===== src/rtl/mwd_pkg.sv =====
package mwd_pkg;
  // Default geometry of the window registers
  localparam int unsigned ADDR_W_DEF = 32;
  localparam int unsigned GRAN_W_DEF = 20;
  localparam int unsigned REG_W_DEF  = 16;
  localparam int unsigned OFF_W_DEF  = 8;

  // Mask of the writable upper field of a bound register
  function automatic logic [REG_W_DEF-1:0] field_mask(input int unsigned reg_w,
                                                      input int unsigned field_w);
    logic [REG_W_DEF-1:0] m;
    m = '0;
    for (int i = 0; i < REG_W_DEF; i++) begin
      if (i < reg_w && i >= (reg_w - field_w)) m[i] = 1'b1;
    end
    return m;
  endfunction
endpackage


===== src/rtl/mwd_bound_reg.sv =====
module mwd_bound_reg #(
  parameter int unsigned REG_W   = mwd_pkg::REG_W_DEF,
  parameter int unsigned FIELD_W = 12,
  parameter int unsigned OFF_W   = mwd_pkg::OFF_W_DEF,
  parameter logic [OFF_W-1:0] MY_OFF = '0
) (
  input  logic               clk,
  input  logic               rst,
  input  logic [OFF_W-1:0]   cfg_off,
  input  logic               cfg_we,
  input  logic [REG_W-1:0]   cfg_wdata,
  output logic [REG_W-1:0]   rd_val,
  output logic [FIELD_W-1:0] field
);
  localparam int unsigned LOW_W = REG_W - FIELD_W;
  localparam logic [REG_W-1:0] RW_MASK = {{FIELD_W{1'b1}}, {LOW_W{1'b0}}};

  logic [REG_W-1:0] reg_q;
  logic             sel;

  assign sel = (cfg_off == MY_OFF);

  always_ff @(posedge clk) begin
    if (rst) begin
      reg_q <= '0;
    end else if (cfg_we && sel) begin
      reg_q <= cfg_wdata & RW_MASK;
    end
  end

  assign rd_val = sel ? reg_q : '0;
  assign field  = reg_q[REG_W-1 -: FIELD_W];


  rst_clear_chk: assert property (@(posedge clk) rst |=> (reg_q == '0));

  wr_take_chk: assert property (@(posedge clk) disable iff (rst)
    (cfg_we && sel) |=> (field == $past(cfg_wdata[REG_W-1 -: FIELD_W])));

  wr_hold_chk: assert property (@(posedge clk) disable iff (rst)
    !(cfg_we && sel) |=> $stable(reg_q));

  low_zero_chk: assert property (@(posedge clk) disable iff (rst)
    reg_q[LOW_W-1:0] == '0);
endmodule


===== src/rtl/mwd_range_cmp.sv =====
module mwd_range_cmp #(
  parameter int unsigned ADDR_W = mwd_pkg::ADDR_W_DEF,
  parameter int unsigned GRAN_W = mwd_pkg::GRAN_W_DEF,
  localparam int unsigned FIELD_W = ADDR_W - GRAN_W
) (
  input  logic               en,
  input  logic [FIELD_W-1:0] lo_field,
  input  logic [FIELD_W-1:0] hi_field,
  input  logic [ADDR_W-1:0]  addr,
  output logic               hit
);
  logic [ADDR_W-1:0] lo_addr;
  logic [ADDR_W-1:0] hi_addr;

  assign lo_addr = {lo_field, {GRAN_W{1'b0}}};
  assign hi_addr = {hi_field, {GRAN_W{1'b1}}};
  assign hit     = en && (addr >= lo_addr) && (addr <= hi_addr);
endmodule


===== src/rtl/mem_window_decoder.sv =====
module mem_window_decoder #(
  parameter int unsigned ADDR_W = mwd_pkg::ADDR_W_DEF,
  parameter int unsigned GRAN_W = mwd_pkg::GRAN_W_DEF,
  parameter int unsigned REG_W  = mwd_pkg::REG_W_DEF,
  parameter int unsigned OFF_W  = mwd_pkg::OFF_W_DEF,
  parameter logic [OFF_W-1:0] LO_OFF = 8'h20,
  parameter logic [OFF_W-1:0] HI_OFF = 8'h22
) (
  input  logic              clk,
  input  logic              rst,
  input  logic [OFF_W-1:0]  cfg_off,
  input  logic              cfg_we,
  input  logic [REG_W-1:0]  cfg_wdata,
  output logic [REG_W-1:0]  cfg_rdata,
  input  logic              win_en,
  input  logic [ADDR_W-1:0] addr,
  output logic              hit
);
  localparam int unsigned FIELD_W = ADDR_W - GRAN_W;
  localparam int unsigned N_REG   = 2;
  localparam logic [N_REG*OFF_W-1:0] OFFS = {HI_OFF, LO_OFF};

  logic [REG_W-1:0]   rd_vals [N_REG];
  logic [FIELD_W-1:0] fields  [N_REG];
  logic [REG_W-1:0]   rd_mux;
  logic [REG_W-1:0]   rdata_q;

  for (genvar g = 0; g < N_REG; g++) begin : g_bound
    mwd_bound_reg #(
      .REG_W(REG_W), .FIELD_W(FIELD_W), .OFF_W(OFF_W),
      .MY_OFF(OFFS[g*OFF_W +: OFF_W])
    ) u_reg (
      .clk(clk), .rst(rst), .cfg_off(cfg_off), .cfg_we(cfg_we),
      .cfg_wdata(cfg_wdata), .rd_val(rd_vals[g]), .field(fields[g])
    );
  end

  always_comb begin
    rd_mux = '0;
    for (int i = 0; i < N_REG; i++) rd_mux = rd_mux | rd_vals[i];
  end

  always_ff @(posedge clk) begin
    if (rst) rdata_q <= '0;
    else     rdata_q <= rd_mux;
  end
  assign cfg_rdata = rdata_q;

  mwd_range_cmp #(.ADDR_W(ADDR_W), .GRAN_W(GRAN_W)) u_cmp (
    .en(win_en), .lo_field(fields[0]), .hi_field(fields[1]),
    .addr(addr), .hit(hit)
  );


  en_gate_chk: assert property (@(posedge clk) disable iff (rst) !win_en |-> !hit);

  inverted_chk: assert property (@(posedge clk) disable iff (rst)
    (fields[0] > fields[1]) |-> !hit);

  unmapped_rd_chk: assert property (@(posedge clk) disable iff (rst)
    ((cfg_off != LO_OFF) && (cfg_off != HI_OFF)) |=> (cfg_rdata == '0));

  rst_rdata_chk: assert property (@(posedge clk) rst |=> (cfg_rdata == '0));
endmodule


===== config.mk =====
export PLATFORM = sky130hd
export DESIGN_NAME = mem_window_decoder
export DESIGN_NICKNAME = d
export VERILOG_FILES = /design/src/rtl/mwd_pkg.sv /design/src/rtl/mwd_bound_reg.sv /design/src/rtl/mwd_range_cmp.sv /design/src/rtl/mem_window_decoder.sv
export SDC_FILE = /design/constraint.sdc
export NUM_CORES = 1
export LEC_CHECK = 0
export BUFFER_PORTS_ARGS = -buffer_cell sky130_fd_sc_hd__buf_2
export CAP_MARGIN = 0
export CORE_MARGIN = 2
export CORE_UTILIZATION = 30
export CTS_BUF_LIST = sky130_fd_sc_hd__clkbuf_2
export DETAILED_ROUTE_END_ITERATION = 7
export PLACE_DENSITY_LB_ADDON = 0.1
export SETUP_SLACK_MARGIN = 0.15
export SYNTH_ARGS = -nofsm -noshare
export SYNTH_HDL_FRONTEND = slang
export SYNTH_SLANG_ARGS = --single-unit

===== constraint.sdc =====
create_clock -name clk -period 2.04 [get_ports clk]
set_input_delay 0.102 -clock clk [delete_from_list [all_inputs] [get_ports clk]]
set_output_delay 0.102 -clock clk [all_outputs]
set_load 0.05 [all_outputs]

==> metrics.md, run 1 <==
| Metric | Value |
|---|---|
| Run status | `finished with violations` |
| Failing checks | `negative setup slack` |
| Via density | `4.827` |
| Tightest Hold Check Type | `input pin to register` |
| Max_cap viols | `0` |
| Required time at the endpoint of the critical path | `slightly below 2000 ps` |
| End point of the critical path | `hit` |
| Category of the critical setup timing path | `register to output port` |
| Last weighted congestion value of the routability-driven placer | `slightly below 0.8` |
| Final routed DRC violation total | `0` |
| Final hold violation count | `0` |
| Most used flip-flop cell after synthesis | `sky130_fd_sc_hd__dfxtp_1` |
| Final net count | `432` |
| Worst slew margin relative to its limit | `54.70%` |
| Type of origin of the critical path | `register` |
| Std-Cell Core Area | `roughly 6700 sq um` |
| Yosys Warn Count | `0` |
| Ys async rst share | `0%` |
| Placed standard-cell area | `about 2400 sq um` |
| Drt first-iter violations | `66` |
| Synth area leader | `sky130_fd_sc_hd__dfxtp_1` |
| Pin count of the biggest net entering global routing | `37` |
| Die Outline Area | `around 7500 sq um` |
| Horizontal extent of the die | `approximately 87 um` |
| Die Ht | `86.58 um` |
| Commonest cells in the netlist | `sky130_fd_sc_hd__dfxtp_1 (36), sky130_fd_sc_hd__a21oi_1 (33), sky130_fd_sc_hd__nand2_1 (32)` |
| Number of cells produced by synthesis | `around 260` |
| GRT Util Overall | `~15%` |
| Worst-skew pair later-pin latency | `about 380 ps` |
| Min Clock Period, post-route | `~2100 ps` |
| Setup repair after global routing missed its margin | `true` |
| Number of synthesized flops with an enable pin | `0` |
| Slew at the pin closest to its max-slew limit | `just under 700 ps` |
| CTS buffer count | `5` |
| Part of the Yosys area used for sequential elements | `a little over a third` |
| Count of distinct cell types in the synthesized netlist | `29` |
| Top area cells in the synthesized netlist | `sky130_fd_sc_hd__dfxtp_1 (35%), sky130_fd_sc_hd__ha_1 (15%), sky130_fd_sc_hd__a21oi_1 (8.1%)` |
| Maximum net fanout on the critical path | `2` |
| Total of flip-flops plus latches after synthesis | `36` |
| Worst Setup End Kind | `output port` |
| Worst EP arrival | `roughly 2000 ps` |
| Post-placement setup slack | `approximately 38 ps` |
| Finish-stage setup viols | `1` |
| Final worst path period share | `103.8%` |
| Area of all placed cells without fillers | `2904 sq um` |
| Most used standard cell by instance count after synthesis | `sky130_fd_sc_hd__dfxtp_1` |
| Diode insertion count for antenna repair | `0` |
| Input/output buffers | `roughly 70` |
| Antenna violations before repair | `0` |
| Final routed wirelength across all metal layers | `5.618 mm` |
| Utilization after layout | `43.46%` |
| Startpoint of the worst setup timing path | `g_bound[1].u_reg.reg_q[4]` |
| Average wire per standard cell | `around 13 um` |
| Post-route ant nets | `0` |
| Origin of the critical flop-to-flop path | `g_bound[1].u_reg.reg_q[15]` |
| Layout overhead on the synthesized area | `41.96%` |
| I/O pin count | `77` |
| Longest Clk Path Bufs | `2` |
| Vias in the first global route | `just under 2000` |
| Leakage component of the power | `approximately 1.1 nW` |
| FMAX | `about 0.47 GHz` |
| Post-CTS clock slew at the launch and capture registers of the worst setup and hold paths | `about 170 ps` |
| Placement Rows | `30` |
| TritonCTS clock tree | `done` |
| Pwr per Cell Area | `428.8 nW/um^2` |
| Worst reg2reg endpoint | `cfg_rdata[15]` |
| TritonCTS Sinks | `36` |
| CTS root buffer | `sky130_fd_sc_hd__clkbuf_2` |
| Final Slew Violations | `0` |
| Reg2Reg Setup Slack | `1190 ps` |
| Number of H-tree levels | `2` |
| Setup slack of the critical path after layout | `-76.64 ps` |
| Largest vdd supply drop | `approximately 0.27 mV` |
| Top cell type's share of synthesized area | `about a third` |
| Reg2Reg Depth | `3` |
| Wire length of the first global-routing pass | `between 8 and 9 mm` |
| Worst Skew | `around 17 ps` |
| Initial cell density of the core | `a little under a third` |
| Dpl hpwl | `roughly 4.2 mm` |
| Global-route congestion overflow total | `0` |
| Total standard cell area after synthesis | `between 2000 and 2500 sq um` |
| Via total after detailed routing | `2066` |
| Layout cells sized above 1 | `slightly above 40%` |
| Mean area per synthesized cell | `around 8.0 sq um` |
| Detailed-router iteration count before antenna repair | `5` |
-- per-layer routing --
| layer | part of all wire (%) | routed length, um | track usage, % | up-vias |
|---|---|---|---|---|
| met4 | 1.2 | 66 | 4.688 | 0 |
| met1 | 51 | 2839 | 20.95 | 929 |
| li1 | - | - | - | 1077 |
| met2 | 44 | 2446 | 23.78 | 55 |
| met5 | 0 | 0 | 0 | - |
| met3 | 4.7 | 266 | 2.667 | 5 |
-- logic make-up after synthesis --
kind of cell	after synthesis	synth area share (%)
AND/OR/NAND/NOR	98	24.10
flip-flops	36	35.23
adder cells (fa/ha/maj)	24	14.68
other	1	0.1833
buffers and inverters	42	10.03
AO/OA/AOI/OAI	55	15.78
-- final cells by class --
cell class | count | area, sq um
clock buffers | 6 | 30.03
clock inverters | 1 | 5.005
fillers | 733 | 3777
inverters | 25 | 93.84
multi-input cells | 181 | 1325
flip-flops and latches | 36 | 740.7
well taps | 80 | 100.1
repair buffers | 99 | 609.3
-- cell usage in the layout (no fill, tap or decap), types with 2 or more instances in the layout --
master	count
sky130_fd_sc_hd__o21ai_1	2
sky130_fd_sc_hd__clkbuf_2	6
sky130_fd_sc_hd__buf_4	19
sky130_fd_sc_hd__buf_2	67
sky130_fd_sc_hd__dlygate4sd3_1	12
sky130_fd_sc_hd__conb_1	4
sky130_fd_sc_hd__nand4_1	10
sky130_fd_sc_hd__nor3_4	2
sky130_fd_sc_hd__dfxtp_2	16
sky130_fd_sc_hd__nand2_1	31
sky130_fd_sc_hd__ha_1	13
sky130_fd_sc_hd__inv_2	8
sky130_fd_sc_hd__inv_1	17
sky130_fd_sc_hd__a21oi_2	2
sky130_fd_sc_hd__nor2_1	16
sky130_fd_sc_hd__a22oi_1	12
sky130_fd_sc_hd__nor4_1	4
sky130_fd_sc_hd__a21oi_1	31
sky130_fd_sc_hd__ha_4	11
sky130_fd_sc_hd__dfxtp_1	20
sky130_fd_sc_hd__nand3_1	26
-- sequential cells by signal (all words and copies together), names as in the netlist --
signal / count
cfg_rdata: 12
g_bound.u_reg.reg_q: 24
-- how the worst min path moves through the flow --
| stage | startpoint | slack, ps | end | depth (start not counted) |
|---|---|---|---|---|
| 5_1_grt | cfg_we | 20 | g_bound[1].u_reg.reg_q[7] | 3 |
| 3_3_place_gp | cfg_wdata[13] | 370 | g_bound[0].u_reg.reg_q[13] | 3 |
| 2_1_floorplan | cfg_wdata[10] | 250 | g_bound[0].u_reg.reg_q[10] | 2 |
| 4_1_cts | cfg_we | 40 | g_bound[1].u_reg.reg_q[4] | 3 |
| 6_report | cfg_we | 70 | g_bound[0].u_reg.reg_q[4] | 3 |
| 3_5_place_dp | cfg_wdata[12] | 380 | g_bound[0].u_reg.reg_q[12] | 3 |
-- metrics by stage --
step	setup TNS [ps]	hold slack, ps	power (mW)	cells
2_1_floorplan	0	249.5	0.8169	259
3_3_place_gp	0	374.6	0.8973	395
3_5_place_dp	0	376.3	0.8992	395
4_1_cts	-63.54	41.99	1.260	426
5_1_grt	-199.8	18.23	1.323	428
6_report	-76.64	66.55	1.245	428
-- where the power goes --
group | total, mW | internal (mW) | switching (mW)
clock | 0.314 | 0.0818 | 0.232
sequential | 0.704 | 0.704 | 0.000425
combinational | 0.227 | 0.105 | 0.122
total | 1.25 | 0.891 | 0.354
-- worst max-delay path, stage by stage, from the launching register on --
cell and delay (ps):
sky130_fd_sc_hd__dfxtp_2 360, sky130_fd_sc_hd__inv_1 70, sky130_fd_sc_hd__ha_4 260, sky130_fd_sc_hd__nand4_1 100, sky130_fd_sc_hd__nor4_2 380, sky130_fd_sc_hd__nand3_2 100
sky130_fd_sc_hd__a22oi_2 180, sky130_fd_sc_hd__buf_6 180
-- timing repair --
item	4_1_cts	5_1_grt
endpoints found under the setup margin	1	1
hold endpoints to repair	24	0
pin swaps	13	8
hold buffers	12	0
gates resized for setup	43	8
buffers inserted	12	2
Power figures use the tool's default switching activity.
==> run 2, diff against run 1 <==
--- a/config.mk
+++ b/config.mk
@@ -9,10 +9,11 @@
 export CAP_MARGIN = 0
 export CORE_MARGIN = 2
 export CORE_UTILIZATION = 30
-export CTS_BUF_LIST = sky130_fd_sc_hd__clkbuf_2
+export CTS_BUF_LIST = sky130_fd_sc_hd__clkbuf_16
 export DETAILED_ROUTE_END_ITERATION = 7
 export PLACE_DENSITY_LB_ADDON = 0.1
 export SETUP_SLACK_MARGIN = 0.15
+export SLEW_MARGIN = 15
 export SYNTH_ARGS = -nofsm -noshare
 export SYNTH_HDL_FRONTEND = slang
 export SYNTH_SLANG_ARGS = --single-unit
==> metrics.md, run 2 (same netlist as run 1, synthesis figures left out) <==
| Metric | Value |
|---|---|
| CTS root buffer | `sky130_fd_sc_hd__clkbuf_16 (was sky130_fd_sc_hd__clkbuf_2)` |
| Number of buffers and inverters on the critical path | `2 (unchanged)` |
| Cell Chain, Critical Path | `inv_1 -> ha_4 -> a21oi_2 -> o21ai_2 -> a221oi_2 -> o21ai_1 -> a22oi_2 -> buf_6 (was inv_1 -> ha_4 -> nand4_1 -> nor4_2 -> nand3_2 -> a22oi_2 -> buf_6)` |
| Layout cells sized above 1 | `41.02% (was 40.80%)` |
| Final routed wirelength across all metal layers | `5.623 mm (was 5.618 mm)` |
| Horizontal extent of the die | `86.58 um (unchanged)` |
| FMAX | `0.5196 GHz (was 0.4724 GHz)` |
| DR WL met3 | `347 um (was 266 um)` |
| Largest vdd supply drop | `0.3164 mV (was 0.2736 mV)` |
| Longest individual stage delay on the worst path | `310 ps (was 380 ps)` |
| Required time at the endpoint of the critical path | `1940 ps (about the same)` |
| Global-route congestion overflow total | `0 (unchanged)` |
| Area of the multi-input gates | `1340 sq um (was 1325 sq um)` |
| Average wire per standard cell | `13.58 um (was 13.13 um)` |
| Final routed DRC violation total | `0 (unchanged)` |
| Category of the critical setup timing path | `register to output port (unchanged)` |
| Worst EP arrival | `1820 ps (was 2010 ps)` |
| Pin count of the biggest net entering global routing | `37 (unchanged)` |
| Final net count | `418 (was 432)` |
| Maximum net fanout on the critical path | `2 (unchanged)` |
| Post-CTS Hold Fix Bufs | `0 (was 12)` |
| Final Slew Violations | `0 (unchanged)` |
| Wire length of the first global-routing pass | `8.901 mm (was 8.976 mm)` |
| Slew at the pin closest to its max-slew limit | `682.0 ps (was 679.4 ps)` |
| Fillers | `729 (was 733)` |
| Post-CTS clock slew at the launch and capture registers of the worst setup and hold paths | `50 ps (was 170 ps)` |
| CTS buffer count | `5 (unchanged)` |
| Final hold violation count | `0 (unchanged)` |
| Std-Cell Core Area | `6681 sq um (unchanged)` |
| Max_cap viols | `0 (unchanged)` |
| Run status | `finished, final reports clean (was finished with violations)` |
| DP Cell Count | `395 (unchanged)` |
| Leakage component of the power | `1.122 nW (was 1.143 nW)` |
| Top layer in use | `met4 (unchanged)` |
| Crit-path leading delay family | `compound AO/OA/AOI/OAI gates (was simple AND/OR/NAND/NOR gates)` |
| I/O pin count | `77 (unchanged)` |
| Highest-count cells in the layout ignoring fill and taps | `sky130_fd_sc_hd__buf_2 (67), sky130_fd_sc_hd__nand2_1 (31), sky130_fd_sc_hd__a21oi_1 (29), sky130_fd_sc_hd__nand3_1 (27) (was sky130_fd_sc_hd__buf_2 (67), sky130_fd_sc_hd__a21oi_1 (31), sky130_fd_sc_hd__nand2_1 (31), sky130_fd_sc_hd__nand3_1 (26), sky130_fd_sc_hd__dfxtp_1 (20))` |
| Longest Clk Path Bufs | `2 (unchanged)` |
| Layout overhead on the synthesized area | `40.86% (was 41.96%)` |
| Die Ht | `86.58 um (unchanged)` |
| Setup repair after global routing missed its margin | `true (unchanged)` |
| Tightest Hold Check Type | `input pin to register (unchanged)` |
| Input/output buffers | `68 (unchanged)` |
| TritonCTS Sinks | `36 (unchanged)` |
| Worst slew margin relative to its limit | `54.53% (was 54.70%)` |
| TritonCTS clock tree | `done (unchanged)` |
| Diode insertion count for antenna repair | `0 (unchanged)` |
| Top reg by flops | `g_bound.u_reg.reg_q (unchanged)` |
| Worst-skew pair later-pin latency | `270 ps (was 380 ps)` |
| Worst Setup End Kind | `output port (unchanged)` |
| Met2 routed wirelength | `2.375 mm (was 2.446 mm)` |
| Drt first-iter violations | `68 (was 66)` |
| Type of origin of the critical path | `register (unchanged)` |
| Last weighted congestion value of the routability-driven placer | `0.7877 (unchanged)` |
| Post-route ant nets | `0 (unchanged)` |
| Via density | `4.886 (was 4.827)` |
| Worst Skew | `2.976 ps (was 16.61 ps)` |
| GRT Util Overall | `15.04% (was 15.08%)` |
| Number of H-tree levels | `2 (unchanged)` |
| Die Outline Area | `7495 sq um (unchanged)` |
| Slowest-stage cell, CP | `sky130_fd_sc_hd__dfxtp_2 (was sky130_fd_sc_hd__nor4_2)` |
| Number of non-filler instances in the completed layout | `414 (was 428)` |
| Final worst path period share | `94.34% (was 103.8%)` |
| Max FFs per register | `24 (unchanged)` |
| Most common cell after layout, fill and taps aside | `sky130_fd_sc_hd__buf_2 (unchanged)` |
| Finish-stage setup viols | `0 (was 1)` |
| Detailed-router iteration count before antenna repair | `4 (was 5)` |
| Final Power | `1.625 mW (was 1.245 mW)` |
| Register area | `739.5 sq um (was 740.7 sq um)` |
| Total Negative Setup Slacks | `0 ps (was -76.64 ps)` |
| Placement Rows | `30 (unchanged)` |
| Routed metal-1 wire length | `2.823 mm (was 2.839 mm)` |
| Via total after detailed routing | `2023 (was 2066)` |
| Smallest hold slack | `80.57 ps (was 66.55 ps)` |
| Antenna violations before repair | `0 (unchanged)` |
| Dpl hpwl | `4.170 mm (unchanged)` |
| Initial cell density of the core | `30.62% (unchanged)` |
| Pwr per Cell Area | `563.9 nW/um^2 (was 428.8 nW/um^2)` |
| Vias in the first global route | `1952 (was 1973)` |
| Min Clock Period, post-route | `1925 ps (was 2117 ps)` |
[run 2: changes by cell type in the layout (fill, tap and decap cells not counted), sizes merged]
cell	before	now
clkbuf	6	5
dlygate4sd3	12	0
inv	25	26
buf	87	85
[run 2: repair_timing]
action	4_1_cts	5_1_grt
setup endpoints to repair	1	1
setup buffers	11	1
gates resized for setup	45	5
pin swaps	17	4
[run 2: report_power, final]
group / internal, mW / switching [mW] / leakage, nW
Sequential: 0.704 / 0.000428 / 0.298
Combinational: 0.0935 / 0.122 / 0.754
Clock: 0.438 / 0.267 / 0.0709
[run 2: final timing paths]
kind                            depth (start not counted)                        from  slack, ps                          to
worst max-delay path                                    8   g_bound[1].u_reg.reg_q[5]        120                         hit
worst max register to register                          3   g_bound[0].u_reg.reg_q[4]       1190                cfg_rdata[4]
worst min register to register                          2  g_bound[1].u_reg.reg_q[13]        460  g_bound[1].u_reg.reg_q[13]
worst min-delay path                                    3               cfg_wdata[13]         80  g_bound[1].u_reg.reg_q[13]
[run 2: per-stage QoR]
| step | worst slack (ps) | instance area (sq um) | utilization [%] |
|---|---|---|---|
| 2_1_floorplan | 191.0 | 2062 | - |
| 3_3_place_gp | 93.97 | 2429 | 36.35 |
| 3_5_place_dp | 37.79 | 2429 | 36.35 |
| 4_1_cts | 107.0 | 2838 | 42.47 |
| 5_1_grt | -10.88 | 2882 | 43.13 |
| 6_report | 115.5 | 2882 | 43.13 |
[run 2: cell type report]
class	instances	share of cell area, %
inverter	25	3.257
multi-input combinational	181	46.50
timing repair buffer	85	16.46
clock inverter	2	0.3040
tap	80	3.474
clock buffer	5	4.342
sequential	36	25.66
[run 2: tightest hold or removal path: cells and delay by family]
kind / cells / cell delay (ps)
buffers and inverters: 1 / 100
and+or+nand+nor: 1 / 60
AOI/OAI and AO/OA: 1 / 50
[run 2: metal layers]
layer / track usage, % / vias up
li1: - / 1050
met1: 20.54 / 906
met2: 23.71 / 61
met3: 3.048 / 6
met4: 4.972 / 0
met5: 0 / -
==> run 3, diff against run 2 <==
--- a/config.mk
+++ b/config.mk
@@ -8,12 +8,12 @@
 export BUFFER_PORTS_ARGS = -buffer_cell sky130_fd_sc_hd__buf_2
 export CAP_MARGIN = 0
 export CORE_MARGIN = 2
-export CORE_UTILIZATION = 30
+export CORE_UTILIZATION = 49
 export CTS_BUF_LIST = sky130_fd_sc_hd__clkbuf_16
 export DETAILED_ROUTE_END_ITERATION = 7
+export GPL_TIMING_DRIVEN = 0
 export PLACE_DENSITY_LB_ADDON = 0.1
 export SETUP_SLACK_MARGIN = 0.15
-export SLEW_MARGIN = 15
 export SYNTH_ARGS = -nofsm -noshare
 export SYNTH_HDL_FRONTEND = slang
 export SYNTH_SLANG_ARGS = --single-unit
==> metrics.md, run 3 (same netlist as run 1, synthesis figures left out) <==
| Metric | Value |
|---|---|
| Die Ht | `68.62 um (was 86.58 um)` |
| CTS buffer count | `5 (unchanged)` |
| Worst Skew | `3.518 ps (was 2.976 ps)` |
| Min Clock Period, post-route | `1989 ps (was 1925 ps)` |
| Vias in the first global route | `2049 (was 1952)` |
| Final routed wirelength across all metal layers | `5.529 mm (was 5.623 mm)` |
| Post-CTS clock slew at the launch and capture registers of the worst setup and hold paths | `50 ps (about the same)` |
| Post-placement setup slack | `77.72 ps (was 37.79 ps)` |
| TritonCTS Sinks | `36 (unchanged)` |
| Fillers | `330 (was 729)` |
| Slew at the pin closest to its max-slew limit | `525.1 ps (was 682.0 ps)` |
| Run status | `finished, final reports clean (unchanged)` |
| Via density | `5.282 (was 4.886)` |
| Largest vdd supply drop | `0.4719 mV (was 0.3164 mV)` |
| Average wire per standard cell | `14.18 um (was 13.58 um)` |
| Worst EP arrival | `1890 ps (was 1820 ps)` |
| Final Slew Violations | `0 (unchanged)` |
| Worst slew margin relative to its limit | `64.99% (was 54.53%)` |
| Tightest Hold Check Type | `input pin to register (unchanged)` |
| Placement Rows | `23 (was 30)` |
| Post-CTS Hold Fix Bufs | `0 (unchanged)` |
| Final net count | `423 (was 418)` |
| Required time at the endpoint of the critical path | `1940 ps (about the same)` |
| Worst Setup End Kind | `output port (unchanged)` |
| Hold depth | `3 (unchanged)` |
| Layout overhead on the synthesized area | `37.49% (was 40.86%)` |
| Number of H-tree levels | `2 (unchanged)` |
| Initial cell density of the core | `51.14% (was 30.62%)` |
| I/O pin count | `77 (unchanged)` |
| Top reg by flops | `g_bound.u_reg.reg_q (unchanged)` |
| Last weighted congestion value of the routability-driven placer | `0.8180 (was 0.7877)` |
| Antenna violations before repair | `0 (unchanged)` |
| GRT Util Overall | `25.21% (was 15.04%)` |
| Highest-count cells in the layout ignoring fill and taps | `sky130_fd_sc_hd__buf_2 (66), sky130_fd_sc_hd__a21oi_1 (32), sky130_fd_sc_hd__nand2_1 (32), sky130_fd_sc_hd__nand3_1 (27), sky130_fd_sc_hd__dfxtp_1 (25) (was sky130_fd_sc_hd__buf_2 (67), sky130_fd_sc_hd__nand2_1 (31), sky130_fd_sc_hd__a21oi_1 (29), sky130_fd_sc_hd__nand3_1 (27))` |
| Detailed-router iteration count before antenna repair | `4 (unchanged)` |
| Longest Clk Path Bufs | `2 (unchanged)` |
| Std-Cell Core Area | `4000 sq um (was 6681 sq um)` |
| Max FFs per register | `24 (unchanged)` |
| Horizontal extent of the die | `68.62 um (was 86.58 um)` |
| Reg2Reg Depth | `3 (unchanged)` |
| Type of origin of the critical path | `register (unchanged)` |
| Input/output buffers | `66 (was 68)` |
| Via total after detailed routing | `2060 (was 2023)` |
| Final routed DRC violation total | `0 (unchanged)` |
| Pwr per Cell Area | `579.5 nW/um^2 (was 563.9 nW/um^2)` |
| Worst-skew pair later-pin latency | `270 ps (about the same)` |
| Max_cap viols | `0 (unchanged)` |
| CTS root buffer | `sky130_fd_sc_hd__clkbuf_16 (unchanged)` |
| Smallest hold slack | `83.37 ps (was 80.57 ps)` |
| DP Cell Count | `375 (was 395)` |
| Dpl hpwl | `4.029 mm (was 4.170 mm)` |
| Layout cells sized above 1 | `36.18% (was 41.02%)` |
| Category of the critical setup timing path | `register to output port (unchanged)` |
| Final hold violation count | `0 (unchanged)` |
| Pin count of the biggest net entering global routing | `11 (was 37)` |
| FMAX | `0.5027 GHz (was 0.5196 GHz)` |
| Number of non-filler instances in the completed layout | `390 (was 414)` |
| Die Outline Area | `4708 sq um (was 7495 sq um)` |
| Setup repair after global routing missed its margin | `true (unchanged)` |
| Finish-stage setup viols | `0 (unchanged)` |
| Most common cell after layout, fill and taps aside | `sky130_fd_sc_hd__buf_2 (unchanged)` |
| Maximum net fanout on the critical path | `3 (was 2)` |
| Setup slack of the critical path after layout | `50.75 ps (was 115.5 ps)` |
| Final worst path period share | `97.51% (was 94.34%)` |
| Diode insertion count for antenna repair | `0 (unchanged)` |
| Leakage component of the power | `1.121 nW (was 1.122 nW)` |
| Drt first-iter violations | `88 (was 68)` |
| TritonCTS clock tree | `done (unchanged)` |
| Post-route ant nets | `0 (unchanged)` |
| Wire length of the first global-routing pass | `8.811 mm (was 8.901 mm)` |
| Global-route congestion overflow total | `0 (unchanged)` |
| Final Power | `1.630 mW (was 1.625 mW)` |
## run 3: changes by cell type in the layout (fill, tap and decap cells not counted), sizes merged
cell / before / now
buf: 85 / 83
inv: 26 / 27
clkbuf: 5 / 12
## run 3: per-layer routing
layer  up-vias  track usage (%)  wire, um
met2        77            47.12      2582
li1       1058                -         -
met1       915            29.55      2501
met3        10            4.058       367
met5         -                0         0
met4         0            6.500        78
## run 3: final timing paths
kind | start | endpoint | slack, ps
worst max-delay path | g_bound[1].u_reg.reg_q[14] | hit | 50
worst min-delay path | cfg_wdata[7] | g_bound[0].u_reg.reg_q[7] | 80
worst max register to register | g_bound[1].u_reg.reg_q[13] | cfg_rdata[13] | 1250
worst min register to register | g_bound[1].u_reg.reg_q[5] | g_bound[1].u_reg.reg_q[5] | 470
## run 3: layout make-up
class                      count  area [sq um]  share of cell area (%)
multi-input combinational    181          1285                   45.68
sequential                    36         734.5                   26.11
timing repair buffer          73         389.1                   13.83
clock buffer                   5         125.1                   4.448
buffer                        17         111.4                   3.959
inverter                      25         93.84                   3.336
tap                           50         62.56                   2.224
clock inverter                 3         11.26                  0.4004
## run 3: timing repair
item,CTS,global route
resized for setup,26,11
buffers inserted,5,2
pin swaps,10,7
setup endpoints to repair,1,1
hold endpoints to repair,0,0
## run 3: where the power goes
part	switching (mW)	internal (mW)	total, mW
Combinational	0.121	0.0961	0.218
Clock	0.269	0.439	0.708
Sequential	0.000504	0.704	0.704
## run 3: worst max-delay path, stage by stage, from the launching register on
cell	delay [ps]
sky130_fd_sc_hd__dfxtp_2	340
sky130_fd_sc_hd__inv_1	70
sky130_fd_sc_hd__ha_4	280
sky130_fd_sc_hd__nand4_1	140
sky130_fd_sc_hd__buf_4	170
sky130_fd_sc_hd__buf_4	120
sky130_fd_sc_hd__buf_4	120
sky130_fd_sc_hd__o21ai_2	130
sky130_fd_sc_hd__a22oi_2	70
sky130_fd_sc_hd__buf_6	160
## run 3: per-stage QoR
| step | instance area (sq um) | TNS, ps | utilization, % |
|---|---|---|---|
| global placement | 2455 | 0 | 61.37 |
| CTS | 2761 | 0 | 69.03 |
| global route | 2813 | -46.18 | 70.32 |
| floorplan | 2062 | 0 | - |
| detailed placement | 2455 | 0 | 61.37 |
| finish | 2813 | 0 | 70.32 |
